## src/rtl/sbu_pkg.sv

```systemverilog
`timescale 1ns/1ps
package sbu_pkg;
  localparam int DW    = 8;
  localparam int BW    = $clog2(DW);
  localparam int OPW   = 5;
  localparam int F_C   = 0;
  localparam int F_Z   = 1;
  localparam int F_ONE = 5;
  localparam int F_V   = 6;
  localparam int F_N   = 7;

  typedef enum logic [OPW-1:0] {
    OP_ASL  = 5'd0,
    OP_LSR  = 5'd1,
    OP_ROL  = 5'd2,
    OP_ROR  = 5'd3,
    OP_INC  = 5'd4,
    OP_DEC  = 5'd5,
    OP_ORA  = 5'd6,
    OP_AND  = 5'd7,
    OP_EOR  = 5'd8,
    OP_TSB  = 5'd9,
    OP_TRB  = 5'd10,
    OP_BITM = 5'd11,
    OP_BITI = 5'd12,
    OP_SMB  = 5'd13,
    OP_RMB  = 5'd14,
    OP_CPA  = 5'd15,
    OP_CPI  = 5'd16
  } sbu_op_e;

  typedef struct packed {
    logic [DW-1:0] res;
    logic          wr;
    logic          n_en;
    logic          n;
    logic          v_en;
    logic          v;
    logic          z_en;
    logic          z;
    logic          c_en;
    logic          c;
  } sbu_upd_t;
endpackage

```

## src/rtl/sbu_shift.sv

```systemverilog
`timescale 1ns/1ps
module sbu_shift
  import sbu_pkg::*;
(
  input  sbu_op_e        op,
  input  logic [DW-1:0]  opnd,
  input  logic           c_in,
  output sbu_upd_t       upd
);
  always_comb begin
    upd      = '0;
    upd.wr   = 1'b1;
    upd.n_en = 1'b1;
    upd.z_en = 1'b1;
    upd.res  = opnd;
    case (op)
      OP_ASL: begin
        upd.res  = {opnd[DW-2:0], 1'b0};
        upd.c_en = 1'b1;
        upd.c    = opnd[DW-1];
      end
      OP_LSR: begin
        upd.res  = {1'b0, opnd[DW-1:1]};
        upd.c_en = 1'b1;
        upd.c    = opnd[0];
      end
      OP_ROL: begin
        upd.res  = {opnd[DW-2:0], c_in};
        upd.c_en = 1'b1;
        upd.c    = opnd[DW-1];
      end
      OP_ROR: begin
        upd.res  = {c_in, opnd[DW-1:1]};
        upd.c_en = 1'b1;
        upd.c    = opnd[0];
      end
      OP_INC:  upd.res = opnd + DW'(1);
      OP_DEC:  upd.res = opnd - DW'(1);
      default: upd.res = opnd;
    endcase
    upd.n = upd.res[DW-1];
    upd.z = ~|upd.res;
  end
endmodule

```

## src/rtl/sbu_logic.sv

```systemverilog
`timescale 1ns/1ps
module sbu_logic
  import sbu_pkg::*;
(
  input  sbu_op_e        op,
  input  logic [DW-1:0]  opnd,
  input  logic [DW-1:0]  acc,
  input  logic [BW-1:0]  bit_sel,
  output sbu_upd_t       upd
);
  logic [DW-1:0] one_hot;
  logic          test_zero;

  assign one_hot   = DW'(1) << bit_sel;
  assign test_zero = ~|(acc & opnd);

  always_comb begin
    upd     = '0;
    upd.res = opnd;
    case (op)
      OP_ORA, OP_AND, OP_EOR: begin
        case (op)
          OP_ORA:  upd.res = acc | opnd;
          OP_AND:  upd.res = acc & opnd;
          default: upd.res = acc ^ opnd;
        endcase
        upd.wr   = 1'b1;
        upd.n_en = 1'b1;
        upd.n    = upd.res[DW-1];
        upd.z_en = 1'b1;
        upd.z    = ~|upd.res;
      end
      OP_TSB, OP_TRB: begin
        upd.res  = (op == OP_TSB) ? (opnd | acc) : (opnd & ~acc);
        upd.wr   = 1'b1;
        upd.z_en = 1'b1;
        upd.z    = test_zero;
      end
      OP_BITM: begin
        upd.z_en = 1'b1;
        upd.z    = test_zero;
        upd.n_en = 1'b1;
        upd.n    = opnd[F_N];
        upd.v_en = 1'b1;
        upd.v    = opnd[F_V];
      end
      OP_BITI: begin
        upd.z_en = 1'b1;
        upd.z    = test_zero;
      end
      OP_SMB: begin
        upd.res = opnd | one_hot;
        upd.wr  = 1'b1;
      end
      OP_RMB: begin
        upd.res = opnd & ~one_hot;
        upd.wr  = 1'b1;
      end
      default: upd.res = opnd;
    endcase
  end
endmodule

```

## src/rtl/sbu_cmp.sv

```systemverilog
`timescale 1ns/1ps
module sbu_cmp
  import sbu_pkg::*;
(
  input  sbu_op_e        op,
  input  logic [DW-1:0]  opnd,
  input  logic [DW-1:0]  acc,
  input  logic [DW-1:0]  idx,
  output sbu_upd_t       upd
);
  logic [DW-1:0] lhs;
  logic [DW:0]   diff_ext;

  assign lhs      = (op == OP_CPI) ? idx : acc;
  assign diff_ext = {1'b0, lhs} - {1'b0, opnd};

  always_comb begin
    upd      = '0;
    upd.res  = diff_ext[DW-1:0];
    upd.n_en = 1'b1;
    upd.n    = diff_ext[DW-1];
    upd.z_en = 1'b1;
    upd.z    = ~|diff_ext[DW-1:0];
    upd.c_en = 1'b1;
    upd.c    = ~diff_ext[DW];
  end
endmodule

```

## src/rtl/sbu_unit.sv

```systemverilog
`timescale 1ns/1ps
module sbu_unit
  import sbu_pkg::*;
(
  input  logic           clk,
  input  logic           rst_n,
  input  logic           in_valid,
  input  logic [4:0]     op,
  input  logic [7:0]     operand,
  input  logic [7:0]     acc,
  input  logic [7:0]     idx,
  input  logic [2:0]     bit_sel,
  input  logic [7:0]     status_in,
  output logic           out_valid,
  output logic [7:0]     result,
  output logic           wr_en,
  output logic [7:0]     status_out
);
  localparam logic [DW-1:0] ST_RESET = DW'(1) << F_ONE;

  logic    rst_meta, rst_q;
  sbu_op_e op_e;
  sbu_upd_t u_sh, u_lg, u_cp, u_sel;
  logic [DW-1:0] st_nxt;

  assign op_e = sbu_op_e'(op);

  always_ff @(posedge clk or negedge rst_n) begin
    if (!rst_n) begin
      rst_meta <= 1'b0;
      rst_q    <= 1'b0;
    end else begin
      rst_meta <= 1'b1;
      rst_q    <= rst_meta;
    end
  end

  sbu_shift i_shift (.op(op_e), .opnd(operand), .c_in(status_in[F_C]), .upd(u_sh));
  sbu_logic i_logic (.op(op_e), .opnd(operand), .acc(acc), .bit_sel(bit_sel), .upd(u_lg));
  sbu_cmp   i_cmp   (.op(op_e), .opnd(operand), .acc(acc), .idx(idx), .upd(u_cp));

  always_comb begin
    u_sel     = '0;
    u_sel.res = operand;
    case (op_e)
      OP_ASL, OP_LSR, OP_ROL, OP_ROR, OP_INC, OP_DEC: u_sel = u_sh;
      OP_ORA, OP_AND, OP_EOR, OP_TSB, OP_TRB,
      OP_BITM, OP_BITI, OP_SMB, OP_RMB:             u_sel = u_lg;
      OP_CPA, OP_CPI:                               u_sel = u_cp;
      default: begin
        u_sel     = '0;
        u_sel.res = operand;
      end
    endcase
  end

  always_comb begin
    st_nxt = status_in;
    if (u_sel.n_en) st_nxt[F_N] = u_sel.n;
    if (u_sel.v_en) st_nxt[F_V] = u_sel.v;
    if (u_sel.z_en) st_nxt[F_Z] = u_sel.z;
    if (u_sel.c_en) st_nxt[F_C] = u_sel.c;
    st_nxt[F_ONE] = 1'b1;
  end

  always_ff @(posedge clk or negedge rst_q) begin
    if (!rst_q) begin
      out_valid  <= 1'b0;
      result     <= '0;
      wr_en      <= 1'b0;
      status_out <= ST_RESET;
    end else begin
      out_valid <= in_valid;
      if (in_valid) begin
        result     <= u_sel.res;
        wr_en      <= u_sel.wr;
        status_out <= st_nxt;
      end
    end
  end

  // issue produces one valid cycle, idle produces none and holds data
  p_issue_r1: assert property (@(posedge clk) disable iff (!rst_q)
    in_valid |=> out_valid);
  p_idle_r1: assert property (@(posedge clk) disable iff (!rst_q)
    !in_valid |=> (!out_valid && $stable(result) && $stable(status_out) && $stable(wr_en)));
  // constant one in status
  p_one_bit_r2: assert property (@(posedge clk) disable iff (!rst_q)
    out_valid |-> status_out[F_ONE]);
  // right shift never leaves N set
  p_lsr_neg_r3: assert property (@(posedge clk) disable iff (!rst_q)
    (in_valid && op_e == OP_LSR) |=> !status_out[F_N]);
  // increment/decrement leave V and C alone
  p_incdec_vc_r5: assert property (@(posedge clk) disable iff (!rst_q)
    (in_valid && (op_e == OP_INC || op_e == OP_DEC)) |=>
      (status_out[F_V] == $past(status_in[F_V]) && status_out[F_C] == $past(status_in[F_C])));
  // immediate bit test keeps N, V, C
  p_biti_z_only_r8: assert property (@(posedge clk) disable iff (!rst_q)
    (in_valid && op_e == OP_BITI) |=>
      (status_out[F_N] == $past(status_in[F_N]) && status_out[F_V] == $past(status_in[F_V]) &&
       status_out[F_C] == $past(status_in[F_C])));
  // bit set/clear changes no flag
  p_bitset_flags_r9: assert property (@(posedge clk) disable iff (!rst_q)
    (in_valid && (op_e == OP_SMB || op_e == OP_RMB)) |=>
      (status_out == ($past(status_in) | ST_RESET)));
  // tests and compares never request a write
  p_no_write_r11: assert property (@(posedge clk) disable iff (!rst_q)
    (in_valid && (op_e == OP_BITM || op_e == OP_BITI || op_e == OP_CPA || op_e == OP_CPI))
      |=> !wr_en);
endmodule

```

## config.mk

```make
export PLATFORM = sky130hd
export DESIGN_NAME = sbu_unit
export DESIGN_NICKNAME = d
export VERILOG_FILES = /design/src/rtl/sbu_pkg.sv /design/src/rtl/sbu_shift.sv /design/src/rtl/sbu_logic.sv /design/src/rtl/sbu_cmp.sv /design/src/rtl/sbu_unit.sv
export SDC_FILE = /design/constraint.sdc
export NUM_CORES = 1
export LEC_CHECK = 0
export ABC_AREA = 1
export BUFFER_PORTS_ARGS = -buffer_cell sky130_fd_sc_hd__buf_2
export CAP_MARGIN = 20
export CORE_ASPECT_RATIO = 2
export CORE_UTILIZATION = 59
export DETAILED_ROUTE_END_ITERATION = 12
export PLACE_DENSITY_LB_ADDON = 0.1
export SLEW_MARGIN = 25
export SYNTH_ARGS = -nofsm -noshare
export SYNTH_HDL_FRONTEND = slang
export SYNTH_HIERARCHICAL = 1
export SYNTH_SLANG_ARGS = --single-unit
```

## constraint.sdc

```tcl
create_clock -name clk -period 0.8 [get_ports clk]
set_clock_uncertainty 0.05 [all_clocks]
set_input_delay 0.08 -clock clk [delete_from_list [all_inputs] [get_ports clk]]
set_output_delay 0.08 -clock clk [all_outputs]
set_load 0.01 [all_outputs]
```

==> results of run 1 <==
[metrics by stage]
step | utilization (%) | cells | instance area [um^2] | hold slack (ns) | setup slack, ns
3_5_place_dp | 83.1 | 940 | 5290 | -0.184 | -1.73
2_1_floorplan | - | 696 | 4130 | -0.266 | -1.51
4_1_cts | 89.1 | 955 | 5670 | 0.00697 | -1.41
3_3_place_gp | 83.1 | 940 | 5290 | -0.185 | -1.66
[cell usage after synthesis (all sizes together)]
master     n
a211oi     1
a21boi     1
a21oi     24
buf       26
clkbuf     1
conb       6
dfrtp     19
fa         2
ha        30
inv      122
nand2    247
nand3     66
nand3b     4
nand4     38
nor2      56
nor3       3
nor4       3
o2111ai    1
o211ai     1
o21ai     30
o21bai     1
o221ai     1
o22ai      1
or2        3
[cell families after synthesis]
group	after synthesis	share of synthesized area, %
and+or+nand+nor	420	50.2
DFF	19	12.1
other	6	0.575
buffers and inverters	149	17.6
adders and majority gates	32	10.6
AOI/OAI and AO/OA	61	8.86
[per-layer routing]
layer | GRT usage, % | overflow
met5 | 18.3 | 0
met4 | 98.3 | 68
met3 | 63.5 | 0
met2 | 108 | 160
met1 | 76.1 | 3
[repair_timing]
| action | 4_1_cts |
|---|---|
| resized for setup | 55 |
| hold endpoints to repair | 2 |
| pin swaps | 32 |
| buffers inserted | 11 |
| hold buffers | 1 |
| setup endpoints to repair | 30 |
==> impl_metrics.ini, run 1 <==
[status]
outcome = stopped before the end
lastStage = 5_1_grt
error = [ERROR GRT-0232] Routing congestion too high. Check the congestion heatmap in the GUI.

[placed_design]
numPortBuffers = 58
hpwl_um = 12000
gp_congestion = 1.08

[timing]
crit_endpoint = status_out[1]$_DFFE_PN0P_/D
endpoint_type = sequential cell input

[global_route]
grt_start_max_net_pins = 18
grt-ovfl-total = 231
grt_usage_pct = 84.7

[clocking]
cts-root-buf = clkbuf_16
clkSinkCount = 19
cts_made_buffers = 3
clockBufferDepth = 2
htreeDepth = 1

[die]
initial_core_util_pct = 61.5
fp-row-count = 41
die_y_um = 117
io_pins = 61
chipWidth_um = 59.6

[synthesis]
synthCells = 687
synth-seq-cells = 19
yosysWarnings = 6
syn_area_per_cell_um2 = 5.70
syn-cell-area_um2 = 3910
synth_cell_types = 40
yosysTopAreaCellShare_pct = 22.0
yosysSeqAreaShare_pct = 12.1
synth_top_cell_by_area = nand2_1
synthTopCellsByArea = nand2_1 (22%), dfrtp_1 (12%), inv_1 (11%), ha_1 (9.6%), nand3_1 (8.3%)
==> inputs of run 2 (changes only) <==
--- a/config.mk
+++ b/config.mk
@@ -8,10 +8,9 @@
 export ABC_AREA = 1
 export BUFFER_PORTS_ARGS = -buffer_cell sky130_fd_sc_hd__buf_2
 export CAP_MARGIN = 20
-export CORE_ASPECT_RATIO = 2
-export CORE_UTILIZATION = 59
+export CORE_UTILIZATION = 40
 export DETAILED_ROUTE_END_ITERATION = 12
-export PLACE_DENSITY_LB_ADDON = 0.1
+export PLACE_DENSITY_LB_ADDON = 0.15
 export SLEW_MARGIN = 25
 export SYNTH_ARGS = -nofsm -noshare
 export SYNTH_HDL_FRONTEND = slang
==> impl_metrics.ini, run 2 <==
[timing]
min_period_ns = 2.26
finalCritPeriodShare_pct = 282
setup_viol = 30
holdWs_ns = 0.0704
final-max-slew-violation-count = 0
setup_ws_ns = -1.46
grt_setup_unrepaired = yes
hold_viol_final = 0
timing.fmax_mhz = 443

[layout]
regMostFlops = result
syn_to_final_growth_pct = 60.3
n_antenna_cell = 0
fin_nets = 969
final_cells = 1022
final_area_um2 = 6270
final_util_pct = 67.0
top_regs = result: 8 flops, status_out: 7 flops
mostFrequentLayoutCell = nand2_1
largest_reg_flops = 8
final_cell_mix = nand2_1 (187), buf_4 (124), inv_1 (97)
drive_gt1_share_pct = 40.2

[global_route]
grt_usage_pct = 29.5
grt_pass1_vias = 5085
grt_start_max_net_pins = 18
antenna_found_initial = 0
grt-ovfl-total = 0
grt_pass1_wl_um = 23700

[die]
io_pins = 61
fp-row-count = 35
core_um2 = 9370
chipWidth_um = 101
die-area_um2 = 10200
initial_core_util_pct = 41.8
die_y_um = 101

[setup_path]
required_ns = 0.91
r2r_slack_ns = -0.21
cp-start-kind = primary input
crit_type = in -> reg
critPathMaxStageDelay_ns = 0.39
crit_arrival_ns = 2.37
path_cells = buf_8 -> nor4_4 -> buf_6 -> nand2_8 -> o21ai_4 -> ha_4 -> inv_4 -> fa_2 -> nand2_2 -> nand2_2 -> nand3_2 -> nand2_2 -> nand2_2 -> nand2_1 -> nand2_1 -> nor2_1 -> inv_1 -> nor2_1 -> nor2_1 -> nand2_1 -> nand3_1 -> nand2_1
critPathCaptureType = register
rr_worst_depth = 5
timing.rr.end = result[6]
r2r-start = result[6]
critPathMaxFanout = 4
crit_path_top_delay_cell = fa_2

[clocking]
clkSinkCount = 19
cts-root-buf = clkbuf_8
htreeDepth = 1
clock_latency_ns = 0.25
clockBufferDepth = 2
clk_pin_slew_ns = 0.07
cts_tree = done
cts_made_buffers = 3

[synthesis]
async_reset_ff_share_pct = 100
syn-cell-area_um2 = 3910
synthTopCellsByArea = nand2_1 (22%), dfrtp_1 (12%), inv_1 (11%), ha_1 (9.6%), nand3_1 (8.3%)
yosysTopAreaCellShare_pct = 22.0
synth_edf_count = 0
synth_top_cell_by_area = nand2_1
yosysWarnings = 6
synthCells = 687
synth.most_common_cell = nand2_1
synth-seq-cells = 19
syn_area_per_cell_um2 = 5.70
synth_cell_types = 40
synth_commonest_cells = nand2_1 (229), inv_1 (112), nand3_1 (65)
yosysSeqAreaShare_pct = 12.1
synthFlopType = dfrtp_1

[pwr]
irDropWorstVdd_mv = 0.649
p_per_area_nw_per_um2 = 839
p_switching_mw = 2.23
sw_frac_of_total_pct = 42.3
leakage_nw = 3.44
combinationalPowerShare_pct = 65.6
p_seq_share_pct = 21.6
pwr-share-clk_pct = 12.8
intPower_mw = 3.03

[min_path]
hold_end = out_valid
min_from = in_valid
min_path_cells = 2
hold_path_class = in -> reg

[placed_design]
dp_cells = 976
place_area_um2 = 5340
hpwl_um = 11400
place_ws_ns = -1.81
numPortBuffers = 58
gp_congestion = 0.973

[drt]
dr.pass1.iters = 5
wl_met2_um = 7250
maxUsedRoutingLayer = met4
detail_route.vias_per_cell = 5.07
drt_iter0_drc = 403
drt-met1-wl_um = 6360
wl_um = 14900
drtAntennaViolNets = 0
vias = 5177
wire_per_inst_um = 14.5
wl_met3_um = 879
drcViolationCount = 0

[status]
violations = negative setup slack
outcome = complete, but fails checks

[flow_run]
max-cap-violations = 0
==> run 2: cell counts after synthesis <==
Identical to the previous run, type by type.
==> run 2: per-layer routing <==
| layer | GRT usage [%] | up-vias |
|---|---|---|
| met1 | 38.2 | 2396 |
| met3 | 3.40 | 25 |
| met2 | 51.9 | 192 |
| met4 | 7.25 | 0 |
| met5 | 0 | - |
| li1 | - | 2564 |
==> run 2: logic make-up after synthesis <==
| family | Yosys count | share of synthesized area (%) |
|---|---|---|
| other | 6 | 0.575 |
| DFF | 19 | 12.1 |
| adders and majority gates | 32 | 10.6 |
| and+or+nand+nor | 420 | 50.2 |
| buffers and inverters | 149 | 17.6 |
| AOI/OAI and AO/OA | 61 | 8.86 |
==> run 2: stage by stage <==
| stage | power (mW) | setup TNS [ns] |
|---|---|---|
| 3_3_place_gp | 3.88 | -18.57 |
| 4_1_cts | 5.01 | -16.32 |
| 5_1_grt | 5.67 | -18.47 |
| 3_5_place_dp | 3.93 | -18.96 |
| 6_report | 5.26 | -16.49 |
| 2_1_floorplan | 2.69 | -13.24 |
==> run 2: how the worst max path moves through the flow <==
| stage | start | end |
|---|---|---|
| 6_report | op[0] | status_out[1] |
| 3_3_place_gp | op[2] | status_out[1] |
| 5_1_grt | op[0] | status_out[1] |
| 4_1_cts | op[1] | status_out[1] |
| 2_1_floorplan | op[2] | status_out[1] |
| 3_5_place_dp | op[2] | status_out[1] |
==> run 2: cell type report <==
| class | instances | area [um^2] |
|---|---|---|
| clock inverters | 1 | 5.00 |
| fillers | 849 | 3100 |
| repair buffers | 219 | 1790 |
| flip-flops and latches | 19 | 475 |
| well taps | 129 | 161 |
| multi-input cells | 529 | 3300 |
| clock buffers | 3 | 41.3 |
| inverters | 122 | 507 |
==> run 2: worst max-delay path, delay by kind of cell <==
family	cells	cell delay (ns)
buf+inv	4	0.35
simple gates	15	1.26
compound gates	1	0.13
fa+ha+maj	2	0.54
==> run 2: timing repair <==
item | in CTS | in global routing
buffers inserted | 32 | 11
pin swaps | 73 | 59
gates resized for setup | 83 | 66
cloned | 2 | 0
hold buffers | 4 | 0
setup endpoints to repair | 30 | 32
endpoints found under the hold margin | 5 | 0
==> run 2: power groups by stage <==
stage               Combinational, mW  Sequential, mW  Clock [mW]
global placement                 2.74            1.14           0
CTS                              3.18            1.13       0.693
finish                           3.45            1.13       0.676
floorplan                        1.48            1.21           0
detailed placement               2.78            1.15           0
global route                     3.78            1.15       0.744
Note: power is estimated with default switching activity, not from simulation.
